## src/rtl/ckm_pkg.sv

```systemverilog
package ckm_pkg;

    typedef enum logic [1:0] {
        RGN_PROG = 2'd0,
        RGN_CFG  = 2'd1,
        RGN_ID   = 2'd2,
        RGN_NONE = 2'd3
    } region_e;

    typedef enum logic [2:0] {
        PH_IDLE  = 3'd0,
        PH_PROG  = 3'd1,
        PH_CFG   = 3'd2,
        PH_ID    = 3'd3,
        PH_DRAIN = 3'd4,
        PH_DONE  = 3'd5
    } phase_e;

    // Term added to the protection-aware sum, and term added to the unprotected sum
    typedef struct packed {
        logic [15:0] guarded;
        logic [15:0] raw;
    } addend_t;

    function automatic int unsigned width_for(input int unsigned n);
        return (n <= 1) ? 1 : $clog2(n);
    endfunction

    function automatic int unsigned max3(input int unsigned a, input int unsigned b,
                                         input int unsigned c);
        int unsigned m;
        m = (a > b) ? a : b;
        return (m > c) ? m : c;
    endfunction

    function automatic logic [15:0] cfg_term(input logic [15:0] word, input logic [7:0] mask);
        return {8'h00, word[7:0] & mask};
    endfunction

endpackage

```

## src/rtl/ckm_walker.sv

```systemverilog
module ckm_walker
    import ckm_pkg::*;
#(
    parameter int unsigned NUM_BLOCKS  = 4,
    parameter int unsigned BLOCK_WORDS = 16,
    parameter int unsigned CFG_BYTES   = 8,
    parameter int unsigned ID_WORDS    = 4,
    parameter int unsigned AW          = 6
) (
    input  logic                  clk,
    input  logic                  rst,
    input  logic                  start,
    input  logic [NUM_BLOCKS-1:0] cp_block,
    output logic                  accept,
    output logic [NUM_BLOCKS-1:0] cp_q,
    output logic                  rd_en,
    output region_e               rd_sel,
    output logic [AW-1:0]         rd_addr,
    output logic                  busy,
    output logic                  done
);

    localparam int unsigned PROG_WORDS = NUM_BLOCKS * BLOCK_WORDS;
    localparam logic [AW-1:0] LAST_PROG = AW'(PROG_WORDS - 1);
    localparam logic [AW-1:0] LAST_CFG  = AW'(CFG_BYTES - 1);
    localparam logic [AW-1:0] LAST_ID   = AW'(ID_WORDS - 1);

    phase_e        phase;
    logic [AW-1:0] idx;

    assign accept = start && (phase == PH_IDLE || phase == PH_DONE);

    always_ff @(posedge clk) begin
        if (rst) begin
            phase <= PH_IDLE;
            idx   <= '0;
            cp_q  <= '0;
        end else if (accept) begin
            phase <= PH_PROG;
            idx   <= '0;
            cp_q  <= cp_block;
        end else begin
            case (phase)
                PH_PROG: begin
                    if (idx == LAST_PROG) begin
                        phase <= PH_CFG;
                        idx   <= '0;
                    end else begin
                        idx <= idx + 1'b1;
                    end
                end
                PH_CFG: begin
                    if (idx == LAST_CFG) begin
                        phase <= (|cp_q) ? PH_ID : PH_DRAIN;
                        idx   <= '0;
                    end else begin
                        idx <= idx + 1'b1;
                    end
                end
                PH_ID: begin
                    if (idx == LAST_ID) begin
                        phase <= PH_DRAIN;
                        idx   <= '0;
                    end else begin
                        idx <= idx + 1'b1;
                    end
                end
                PH_DRAIN: phase <= PH_DONE;
                default:  phase <= phase;
            endcase
        end
    end

    always_comb begin
        case (phase)
            PH_PROG: rd_sel = RGN_PROG;
            PH_CFG:  rd_sel = RGN_CFG;
            PH_ID:   rd_sel = RGN_ID;
            default: rd_sel = RGN_NONE;
        endcase
    end

    assign rd_en   = (phase == PH_PROG) || (phase == PH_CFG) || (phase == PH_ID);
    assign rd_addr = idx;
    assign busy    = rd_en || (phase == PH_DRAIN);
    assign done    = (phase == PH_DONE);

    // the ID region is fetched only under protection
    p_id_gated_r5: assert property (@(posedge clk) disable iff (rst)
        (rd_en && rd_sel == RGN_ID) |-> (|cp_q));

    // consecutive reads within a region step by one address
    p_addr_step_r7: assert property (@(posedge clk) disable iff (rst)
        (rd_en && $past(rd_en) && rd_sel == $past(rd_sel)) |-> (rd_addr == $past(rd_addr) + 1'b1));

    // done stays up until a start arrives
    p_done_hold_r8: assert property (@(posedge clk) disable iff (rst)
        (done && !start) |=> done);

    // a walk only begins from a start request
    p_busy_needs_start_r9: assert property (@(posedge clk) disable iff (rst)
        $rose(busy) |-> $past(start));

    // the sampled protect vector is frozen for the whole walk
    p_cp_frozen_r10: assert property (@(posedge clk) disable iff (rst)
        (busy && $past(busy)) |-> $stable(cp_q));

endmodule

```

## src/rtl/ckm_contrib.sv

```systemverilog
module ckm_contrib
    import ckm_pkg::*;
#(
    parameter int unsigned           NUM_BLOCKS  = 4,
    parameter int unsigned           BLOCK_WORDS = 16,
    parameter int unsigned           CFG_BYTES   = 8,
    parameter int unsigned           AW          = 6,
    parameter logic [CFG_BYTES*8-1:0] CFG_MASK   = '1
) (
    input  logic                  clk,
    input  logic                  rst,
    input  logic                  rd_en,
    input  region_e               rd_sel,
    input  logic [AW-1:0]         rd_addr,
    input  logic [15:0]           rd_data,
    input  logic [NUM_BLOCKS-1:0] cp_q,
    output logic                  add_v,
    output addend_t               add
);

    localparam int unsigned BIW = width_for(NUM_BLOCKS);
    localparam int unsigned CIW = width_for(CFG_BYTES);

    // Request tag that travels with the one-cycle read latency
    logic          v_q;
    region_e       sel_q;
    logic [AW-1:0] addr_q;

    always_ff @(posedge clk) begin
        if (rst) begin
            v_q    <= 1'b0;
            sel_q  <= RGN_NONE;
            addr_q <= '0;
        end else begin
            v_q    <= rd_en;
            sel_q  <= rd_sel;
            addr_q <= rd_addr;
        end
    end

    logic [7:0] mask_tbl [CFG_BYTES];
    for (genvar g = 0; g < CFG_BYTES; g++) begin : g_mask
        assign mask_tbl[g] = CFG_MASK[g*8 +: 8];
    end

    logic [AW-1:0]  blk_full;
    logic [BIW-1:0] blk;
    logic           blk_protected;
    logic [7:0]     cur_mask;

    assign blk_full      = addr_q / AW'(BLOCK_WORDS);
    assign blk           = blk_full[BIW-1:0];
    assign blk_protected = cp_q[blk];
    assign cur_mask      = mask_tbl[addr_q[CIW-1:0]];

    always_comb begin
        add = '0;
        case (sel_q)
            RGN_PROG: begin
                add.raw     = rd_data;
                add.guarded = blk_protected ? 16'h0000 : rd_data;
            end
            RGN_CFG: begin
                add.raw     = cfg_term(rd_data, cur_mask);
                add.guarded = cfg_term(rd_data, cur_mask);
            end
            RGN_ID: begin
                add.raw     = 16'h0000;
                add.guarded = rd_data;
            end
            default: add = '0;
        endcase
    end

    assign add_v = v_q;

    // a configuration byte lands identically in both sums
    p_cfg_both_r3: assert property (@(posedge clk) disable iff (rst)
        (add_v && sel_q == RGN_CFG) |-> (add.raw == add.guarded && add.raw[15:8] == 8'h00));

    // ID words never reach the unprotected sum
    p_id_not_raw_r6: assert property (@(posedge clk) disable iff (rst)
        (add_v && sel_q == RGN_ID) |-> (add.raw == 16'h0000));

endmodule

```

## src/rtl/ckm_accum.sv

```systemverilog
module ckm_accum
    import ckm_pkg::*;
(
    input  logic        clk,
    input  logic        rst,
    input  logic        clear,
    input  logic        add_v,
    input  addend_t     add,
    output logic [15:0] sum_q,
    output logic [15:0] raw_q
);

    always_ff @(posedge clk) begin
        if (rst || clear) begin
            sum_q <= '0;
            raw_q <= '0;
        end else if (add_v) begin
            sum_q <= sum_q + add.guarded;
            raw_q <= raw_q + add.raw;
        end
    end

    // an accepted start leaves both sums at zero
    p_clear_on_start_r10: assert property (@(posedge clk) disable iff (rst)
        clear |=> (sum_q == 16'h0000 && raw_q == 16'h0000));

endmodule

```

## src/rtl/image_checksum.sv

```systemverilog
module image_checksum
    import ckm_pkg::*;
#(
    parameter int unsigned            NUM_BLOCKS  = 4,
    parameter int unsigned            BLOCK_WORDS = 16,
    parameter int unsigned            CFG_BYTES   = 8,
    parameter int unsigned            ID_WORDS    = 4,
    parameter logic [CFG_BYTES*8-1:0] CFG_MASK    = 64'hC5_0F_FF_01_87_3F_1F_CF,
    localparam int unsigned           PROG_WORDS  = NUM_BLOCKS * BLOCK_WORDS,
    localparam int unsigned           AW          = width_for(max3(PROG_WORDS, CFG_BYTES, ID_WORDS))
) (
    input  logic                  clk,
    input  logic                  rst,
    input  logic                  start,
    input  logic [NUM_BLOCKS-1:0] cp_block,
    output logic                  mem_rd_en,
    output logic [1:0]            mem_rd_sel,
    output logic [AW-1:0]         mem_rd_addr,
    input  logic [15:0]           mem_rd_data,
    output logic                  busy,
    output logic                  done,
    output logic [15:0]           checksum,
    output logic [31:0]           id_packed
);

    logic                  accept;
    logic [NUM_BLOCKS-1:0] cp_q;
    region_e               rd_sel;
    logic                  add_v;
    addend_t               add;
    logic [15:0]           sum_q;
    logic [15:0]           raw_q;

    ckm_walker #(
        .NUM_BLOCKS (NUM_BLOCKS),
        .BLOCK_WORDS(BLOCK_WORDS),
        .CFG_BYTES  (CFG_BYTES),
        .ID_WORDS   (ID_WORDS),
        .AW         (AW)
    ) u_walker (
        .clk     (clk),
        .rst     (rst),
        .start   (start),
        .cp_block(cp_block),
        .accept  (accept),
        .cp_q    (cp_q),
        .rd_en   (mem_rd_en),
        .rd_sel  (rd_sel),
        .rd_addr (mem_rd_addr),
        .busy    (busy),
        .done    (done)
    );

    ckm_contrib #(
        .NUM_BLOCKS (NUM_BLOCKS),
        .BLOCK_WORDS(BLOCK_WORDS),
        .CFG_BYTES  (CFG_BYTES),
        .AW         (AW),
        .CFG_MASK   (CFG_MASK)
    ) u_contrib (
        .clk    (clk),
        .rst    (rst),
        .rd_en  (mem_rd_en),
        .rd_sel (rd_sel),
        .rd_addr(mem_rd_addr),
        .rd_data(mem_rd_data),
        .cp_q   (cp_q),
        .add_v  (add_v),
        .add    (add)
    );

    ckm_accum u_accum (
        .clk  (clk),
        .rst  (rst),
        .clear(accept),
        .add_v(add_v),
        .add  (add),
        .sum_q(sum_q),
        .raw_q(raw_q)
    );

    assign mem_rd_sel = rd_sel;
    assign checksum   = sum_q;
    assign id_packed  = {raw_q, 16'h0000};

    // nothing is requested or reported straight after reset
    p_reset_quiet_r11: assert property (@(posedge clk)
        $past(rst) |-> (!mem_rd_en && !busy && !done && checksum == 16'h0000));

endmodule

```

## config.mk

```make
export PLATFORM = sky130hd
export DESIGN_NAME = image_checksum
export DESIGN_NICKNAME = d
export VERILOG_FILES = /design/src/rtl/ckm_pkg.sv /design/src/rtl/ckm_walker.sv /design/src/rtl/ckm_contrib.sv /design/src/rtl/ckm_accum.sv /design/src/rtl/image_checksum.sv
export SDC_FILE = /design/constraint.sdc
export NUM_CORES = 1
export LEC_CHECK = 0
export BUFFER_PORTS_ARGS = -buffer_cell sky130_fd_sc_hd__buf_2
export CORE_ASPECT_RATIO = 1.2
export CORE_UTILIZATION = 50
export CTS_CLUSTER_DIAMETER = 150
export DETAILED_ROUTE_END_ITERATION = 8
export HOLD_SLACK_MARGIN = 0.02
export PLACE_DENSITY = 0.89
export SYNTH_ARGS = -nofsm -noshare
export SYNTH_HDL_FRONTEND = slang
export SYNTH_SLANG_ARGS = --single-unit
```

## constraint.sdc

```tcl
create_clock -name clk -period 3.11 [get_ports clk]
set_input_delay 0.4665 -clock clk [delete_from_list [all_inputs] [get_ports clk]]
set_output_delay 0.4665 -clock clk [all_outputs]
set_load 0.05 [all_outputs]
```

; Word level (Yosys, flattened, before mapping)
; Memories as Yosys holds them, arrays and structs flattened.
; Index checks and enable logic that the tools add are counted.
[classes]
reduce_logical = 15
mux = 17
add_sub_neg = 3
eq_ne = 16
n_lt_le_gt_ge = 2
bitwise_logic = 2
[ops]
columns = cell, n
row1 = one-hot mux 32 bit (3 select lines), 1
row2 = adder 16 bit, 2
row3 = 2-to-1 mux 6 bit, 3
row4 = one-hot mux 6 bit (3 select lines), 1
row5 = 2-to-1 mux 16 bit, 1
row6 = 2-to-1 mux 8 bit, 2
row7 = 2-to-1 mux 3 bit, 4
row8 = one-hot mux 3 bit (4 select lines), 1
row9 = != test 3 x 1 -> 1 bit (second input constant), 3
row10 = AND 8 bit, 1
row11 = AND reduction 4 bit, 2
row12 = adder 6 x 1 -> 6 bit (second input constant), 1
row13 = == test 3 x 2 -> 1 bit (second input constant), 2
row14 = == test 3 bit (second input constant), 2
row15 = == test 6 x 2 -> 1 bit (second input constant), 1
row16 = == test 6 x 3 -> 1 bit (second input constant), 1
row17 = == test 6 bit (second input constant), 1
row18 = != test 2 x 1 -> 1 bit (second input constant), 3
row19 = one-hot mux 2 bit (3 select lines), 1
row20 = logical OR 1 bit, 5
row21 = nonzero test 5 bit, 1
row22 = >= comparator 4 bit (second input constant), 1
row23 = inverter 3 -> 4 bit, 1
row24 = nonzero test 4 bit, 1
row25 = other kinds (12), 13
[totals]
ff_bits = 54
romBits = 64
elab_cells = 65
memories = 1
[memory_table]
columns = name, depth, word_bits, rd, rd_clocked_by_memory_dff, wr, line_no
row1 = (no name shown), 8, 8, 1, 0, 0, ckm_contrib.sv:54  ; assign cur_mask = mask_tbl[addr_q[CIW-1:0]];

; Logic depth before layout (Yosys ltp)
[logic_depth]
depth_word = 7
mapped_depth = 14

; Cells and area by module
; Synthesis repeated with hierarchy kept, for this count alone.
[hier_totals]
hier_cells = 488
area_unflattened_um2 = 4035.1
[by_module_without_submodules]
columns = module, area_per_inst_um2, seq_area_each_um2, cells_per_inst, n_inst
row1 = ckm_accum, 2447.3, 640.6, 289, 1
row2 = ckm_walker, 792.0, 260.2, 97, 1
row3 = ckm_contrib, 671.9, 160.2, 85, 1
row4 = image_checksum, 123.9, 0.0, 17, 1

; Worst setup path before layout
; OpenSTA, ideal clock, no wires.
[synth_timing]
path_kind = reg2reg
from = register u_contrib.addr_q[4]
to = register u_accum.sum_q[8]
setup_time_ps = 120
slack_ps = 7
required_ps = 2990
synth_period_minus_slack_ps = 3103
arrival_time_ps = 2984
path_stages_with_launch = 13
path_cell_list = dfxtp_1 -> mux4_2 -> a21oi_2 -> clkbuf_1 -> o21a_1 -> ha_1 -> nor2b_1 -> o31a_1 -> o31a_1 -> o21a_1 -> or3_1 -> nand3_1 -> a21oi_1
[synth_between]
elab_chain_cells = 5
[synth_lines]
columns = element, line_no
row1 = "start, declared", ckm_contrib.sv:27  ; logic [AW-1:0] addr_q;
row2 = "start signal, assigned", ckm_contrib.sv:37  ; addr_q <= rd_addr;
row3 = binary-select mux 1 bit (select 2 bit), ckm_contrib.sv:53  ; assign blk_protected = cp_q[blk];
row4 = 2-to-1 mux 1 bit (implied by the code), ckm_contrib.sv:53
row5 = 2-to-1 mux 16 bit, ckm_contrib.sv:61  ; add.guarded = blk_protected ? 16'h0000 : rd_data;
row6 = one-hot mux 32 bit (3 select lines), ckm_contrib.sv:58  ; case (sel_q)
row7 = adder 16 bit, ckm_accum.sv:18  ; sum_q <= sum_q + add.guarded;
row8 = "end signal, assigned", ckm_accum.sv:18
row9 = "end, declared", ckm_accum.sv:9  ; output logic [15:0] sum_q,
; No other way between the ends. The select of a mux whose other input is x is not followed.
; A chain may end at the register's enable or synchronous reset.

; Worst setup path after layout
; Same ends and word-level chain as after synthesis.

==> summary.txt <==
=================================================================================================
Result of the run                                                                    complete, no violations
Fraction of the cycle the final worst path needs                                           97.03%
Synth Area in Compound Gates                                                               19.29%
Cell type with the highest aggregate area in the netlist                                  dfxtp_1
Kind of end point of the critical path                                                       flop
Number of distinct library cell variants in the gate-level netlist after synthesis             62
Final Setup Violations                                                                          0
Proportion of synthesized chip area in sequential cells                                    27.08%
Proportion of synthesized flip-flops having asynchronous set or reset                          0%
Mean cell area of the mapped netlist                                                    8.196 µm²
Final clock skew                                                                       0.01176 ns
Antenna Nets Post-Route                                                                         0
X dimension of the die                                                                   82.81 µm
Kind of cell adding the most delay to the critical path                              compound AO/OA/AOI/OAI gates
Post-synthesis sequential element count                                                        53
Worst reg2reg path startpoint                                                        u_contrib.addr_q[4]$_SDFF_PP0_
Max Slew Vio Count                                                                              0
Routability Congestion                                                                     0.8994
Clock sink total                                                                               53
Adder-cell share of the synthesized area                                                   12.20%
Most used standard cell by instance count after synthesis                                  nor2_1
Element type at the critical path start                                                      flop
Net count of the finished layout                                                              600
Logic depth of the worst setup path including buffers                                          11
Detailed Route WL                                                                         9465 µm
Ordered cell list for the critical path                                              mux4_2 -> a21oi_4 -> o21a_1 -> ha_4 -> nor2b_2 -> o31a_1 -> o31a_1 -> o21a_1 -> or3_1 -> nand3_1 -> a21oi_1
Top cells by instance count after synthesis                                          nor2_1 (62), dfxtp_1 (53), ha_1 (35), nand2_1 (35), a21oi_1 (34)
Critical path peak fanout                                                                       4
Synth Instances                                                                               478
Reported leakage power                                                                   2.063 nW
Maximum number of pins on one net before global-route repair                                   31
Least-Margin Pin Slew                                                                   0.6881 ns
R2R Setup Slk                                                                             0.09 ns
Overflow left after global routing                                                              0
Headroom to the max-slew limit                                                             53.96%
Number of H-tree levels                                                                         2
Number of warnings issued by yosys                                                              0
Clock transition at the registers of the reported paths                                   0.11 ns
Number of maximum-capacitance violations                                                        0
Longest individual stage delay on the worst path                                          0.55 ns
Area enclosed by the die boundary                                                        8195 µm²
Syn Std Cell Area                                                                        3918 µm²
Instance area after placement                                                            4275 µm²
Drt drc                                                                                         0
Post-synthesis share of cell area spent on xor and xnor gates                              6.036%
Worst hold slack                                                                        0.3892 ns
Power per unit of standard cell area                                                 314.3 nW/µm²
Chip Height                                                                              98.97 µm
Number of cells on the worst reg-to-reg path                                                   11
Achievable clock frequency                                                              331.4 MHz
Top FF cell, synth                                                                        dfxtp_1
Antenna diodes                                                                                  0
Port Buffer Count                                                                              65
Start-to-end type of the worst setup path                                                 reg2reg
Hold-critical path depth                                                                        3
Worst path required time                                                                  3.33 ns
Detailed Route Iter0 Violations                                                               155
Initial Utilization                                                                        51.41%
Simple logic cell fraction of the synthesized area                                         20.22%
Clock tree from TritonCTS                                                                     yes
Post-route core utilization                                                                58.49%
Clock period minus worst slack                                                           3.018 ns
Dominant combinational cell family by area after synthesis                           simple AND/OR/NAND/NOR gates
Global-route wire length before repair                                                   15200 µm
Hold Fails Final Rpt                                                                            0
Arrival @ worst endpoint                                                                  3.23 ns
I/O pins                                                                                       82
Total core area                                                                          7620 µm²
Number of CTS-inserted buffers                                                                  5
Area fraction of the dominant cell type after synthesis                                    27.08%
Num rows                                                                                       35
Fillers                                                                                       676
Critical register-to-register path endpoint                                          u_accum.sum_q[8]$_SDFFE_PP0P_
Final std cell area, no fill                                                             4457 µm²
Area added between synthesis and finish                                                    13.77%
Clock tree buffer depth                                                                         2
Worst min-delay path startpoint                                                       cp_block[2]
HPWL after detailed placement                                                             7290 µm
Mux cell area share after synthesis                                                        8.528%
Count of buffer and inverter cells on the critical path                                         0
Count of TritonRoute iterations in the first routing pass                                       4
Hold Path Sink                                                                       u_walker.cp_q[2]$_SDFFE_PP0P_
Number of antenna violations at the first check in global routing                               0
Total Routing Usage GR                                                                     22.40%
CP max-delay cell                                                                          mux4_2
Via count of the first global-routing pass                                                   3462
Largest vdd supply drop                                                                 0.1795 mV
Insertion delay to the later sink of the worst-skew pair                                  0.33 ns
Via density per instance                                                                    5.730
Path class of the lowest-slack min-delay path                                              in2reg
Cell at the root of the clock tree                                                       clkbuf_8
Total number of vias                                                                         3627
Share of post-route cells with drive strength above 1                                      19.96%
Most area-consuming cells after synthesis                                            dfxtp_1 (27%), ha_1 (11%), mux2i_1 (7.7%)
Total power                                                                              1.401 mW
Count of flip-flops with a built-in enable after synthesis                                      0
Wire length per cell after detailed routing                                              14.95 µm
=================================================================================================
## flip-flops by register name, summed over array words and instances, names as in the netlist
name              cells
u_accum.raw_q        16
u_walker.phase        3
u_contrib.add_v       1
u_walker.rd_addr      6
u_contrib.addr_q      5
u_accum.sum_q        16
u_contrib.sel_q       2
u_walker.cp_q         4
## area by class of cell
cell class | count | area, µm² | area share, %
multi-input cells | 391 | 2736 | 61.40
flip-flops and latches | 53 | 1069 | 23.98
repair buffers | 72 | 377.9 | 8.478
well taps | 92 | 115.1 | 2.583
clock buffers | 5 | 68.82 | 1.544
inverters | 17 | 63.81 | 1.432
clock inverters | 3 | 26.28 | 0.5896
## worst max-delay path by stage
stage	end	start	slack [ns]
3_5_place_dp	u_accum.sum_q[15]$_SDFFE_PP0P_	u_contrib.addr_q[0]$_SDFF_PP0_	-0.1
2_1_floorplan	u_accum.sum_q[8]$_SDFFE_PP0P_	u_contrib.addr_q[4]$_SDFF_PP0_	0.007
3_3_place_gp	u_accum.sum_q[15]$_SDFFE_PP0P_	u_contrib.addr_q[0]$_SDFF_PP0_	0.10
6_report	u_accum.sum_q[8]$_SDFFE_PP0P_	u_contrib.addr_q[4]$_SDFF_PP0_	0.09
5_1_grt	u_accum.sum_q[8]$_SDFFE_PP0P_	u_contrib.addr_q[4]$_SDFF_PP0_	-0.01
4_1_cts	u_accum.raw_q[13]$_SDFFE_PP0P_	u_contrib.addr_q[0]$_SDFF_PP0_	0.001
## cells by family after synthesis
| group | count (synthesis) |
|---|---|
| multiplexers | 32 |
| AND/OR/NAND/NOR | 164 |
| AO/OA/AOI/OAI | 115 |
| flip-flops | 53 |
| buffers and inverters | 49 |
| XOR/XNOR | 27 |
| adder cells (fa/ha/maj) | 37 |
| other | 1 |
## routing by layer
metal	wire length (µm)	track usage, %	up-vias
li1	-	-	1774
met1	3896	24.95	1697
met2	4872	41.87	139
met3	513	4.439	17
met4	182	8.223	0
met5	0	0	-
## tightest hold or removal path, stage by stage
cell     delay, ns
buf_2         0.08
mux2i_1       0.06
nor2_1        0.07
## where the power goes
part	leakage, nW	switching [mW]	total, mW	internal, mW
registers	0.431	0.0228	0.713	0.691
clock network	0.0487	0.259	0.423	0.165
logic	1.58	0.182	0.264	0.0820
total	2.06	0.463	1.40	0.937
## cells in the final DEF (no fill, tap or decap), drive strengths merged, types with 10 or more instances in the layout
cell type,instances
nor2,62
xor2,12
buf,72
o21a,15
dfxtp,53
mux2i,30
o21ai,21
inv,17
nand2,35
ha,35
xnor2,15
a21oi,37
conb,16
and2,15
nand3,10
## timing repair
item,4_1_cts,5_1_grt
setup buffers,0,0
hold buffers,0,0
pin swaps,0,3
endpoints found under the setup margin,3,16
resized for setup,2,16
gates cloned,0,0
endpoints found under the hold margin,0,0
## through the flow
stage,setup slack (ns),std cells,TNS (ns)
floorplan,0.006922,493,0
global placement,0.1014,625,0
detailed placement,-0.09505,625,-0.1318
CTS,0.001080,633,0
global route,-0.01342,633,-0.03503
finish,0.09242,633,0
No activity file was read; power rests on OpenSTA's default activity.
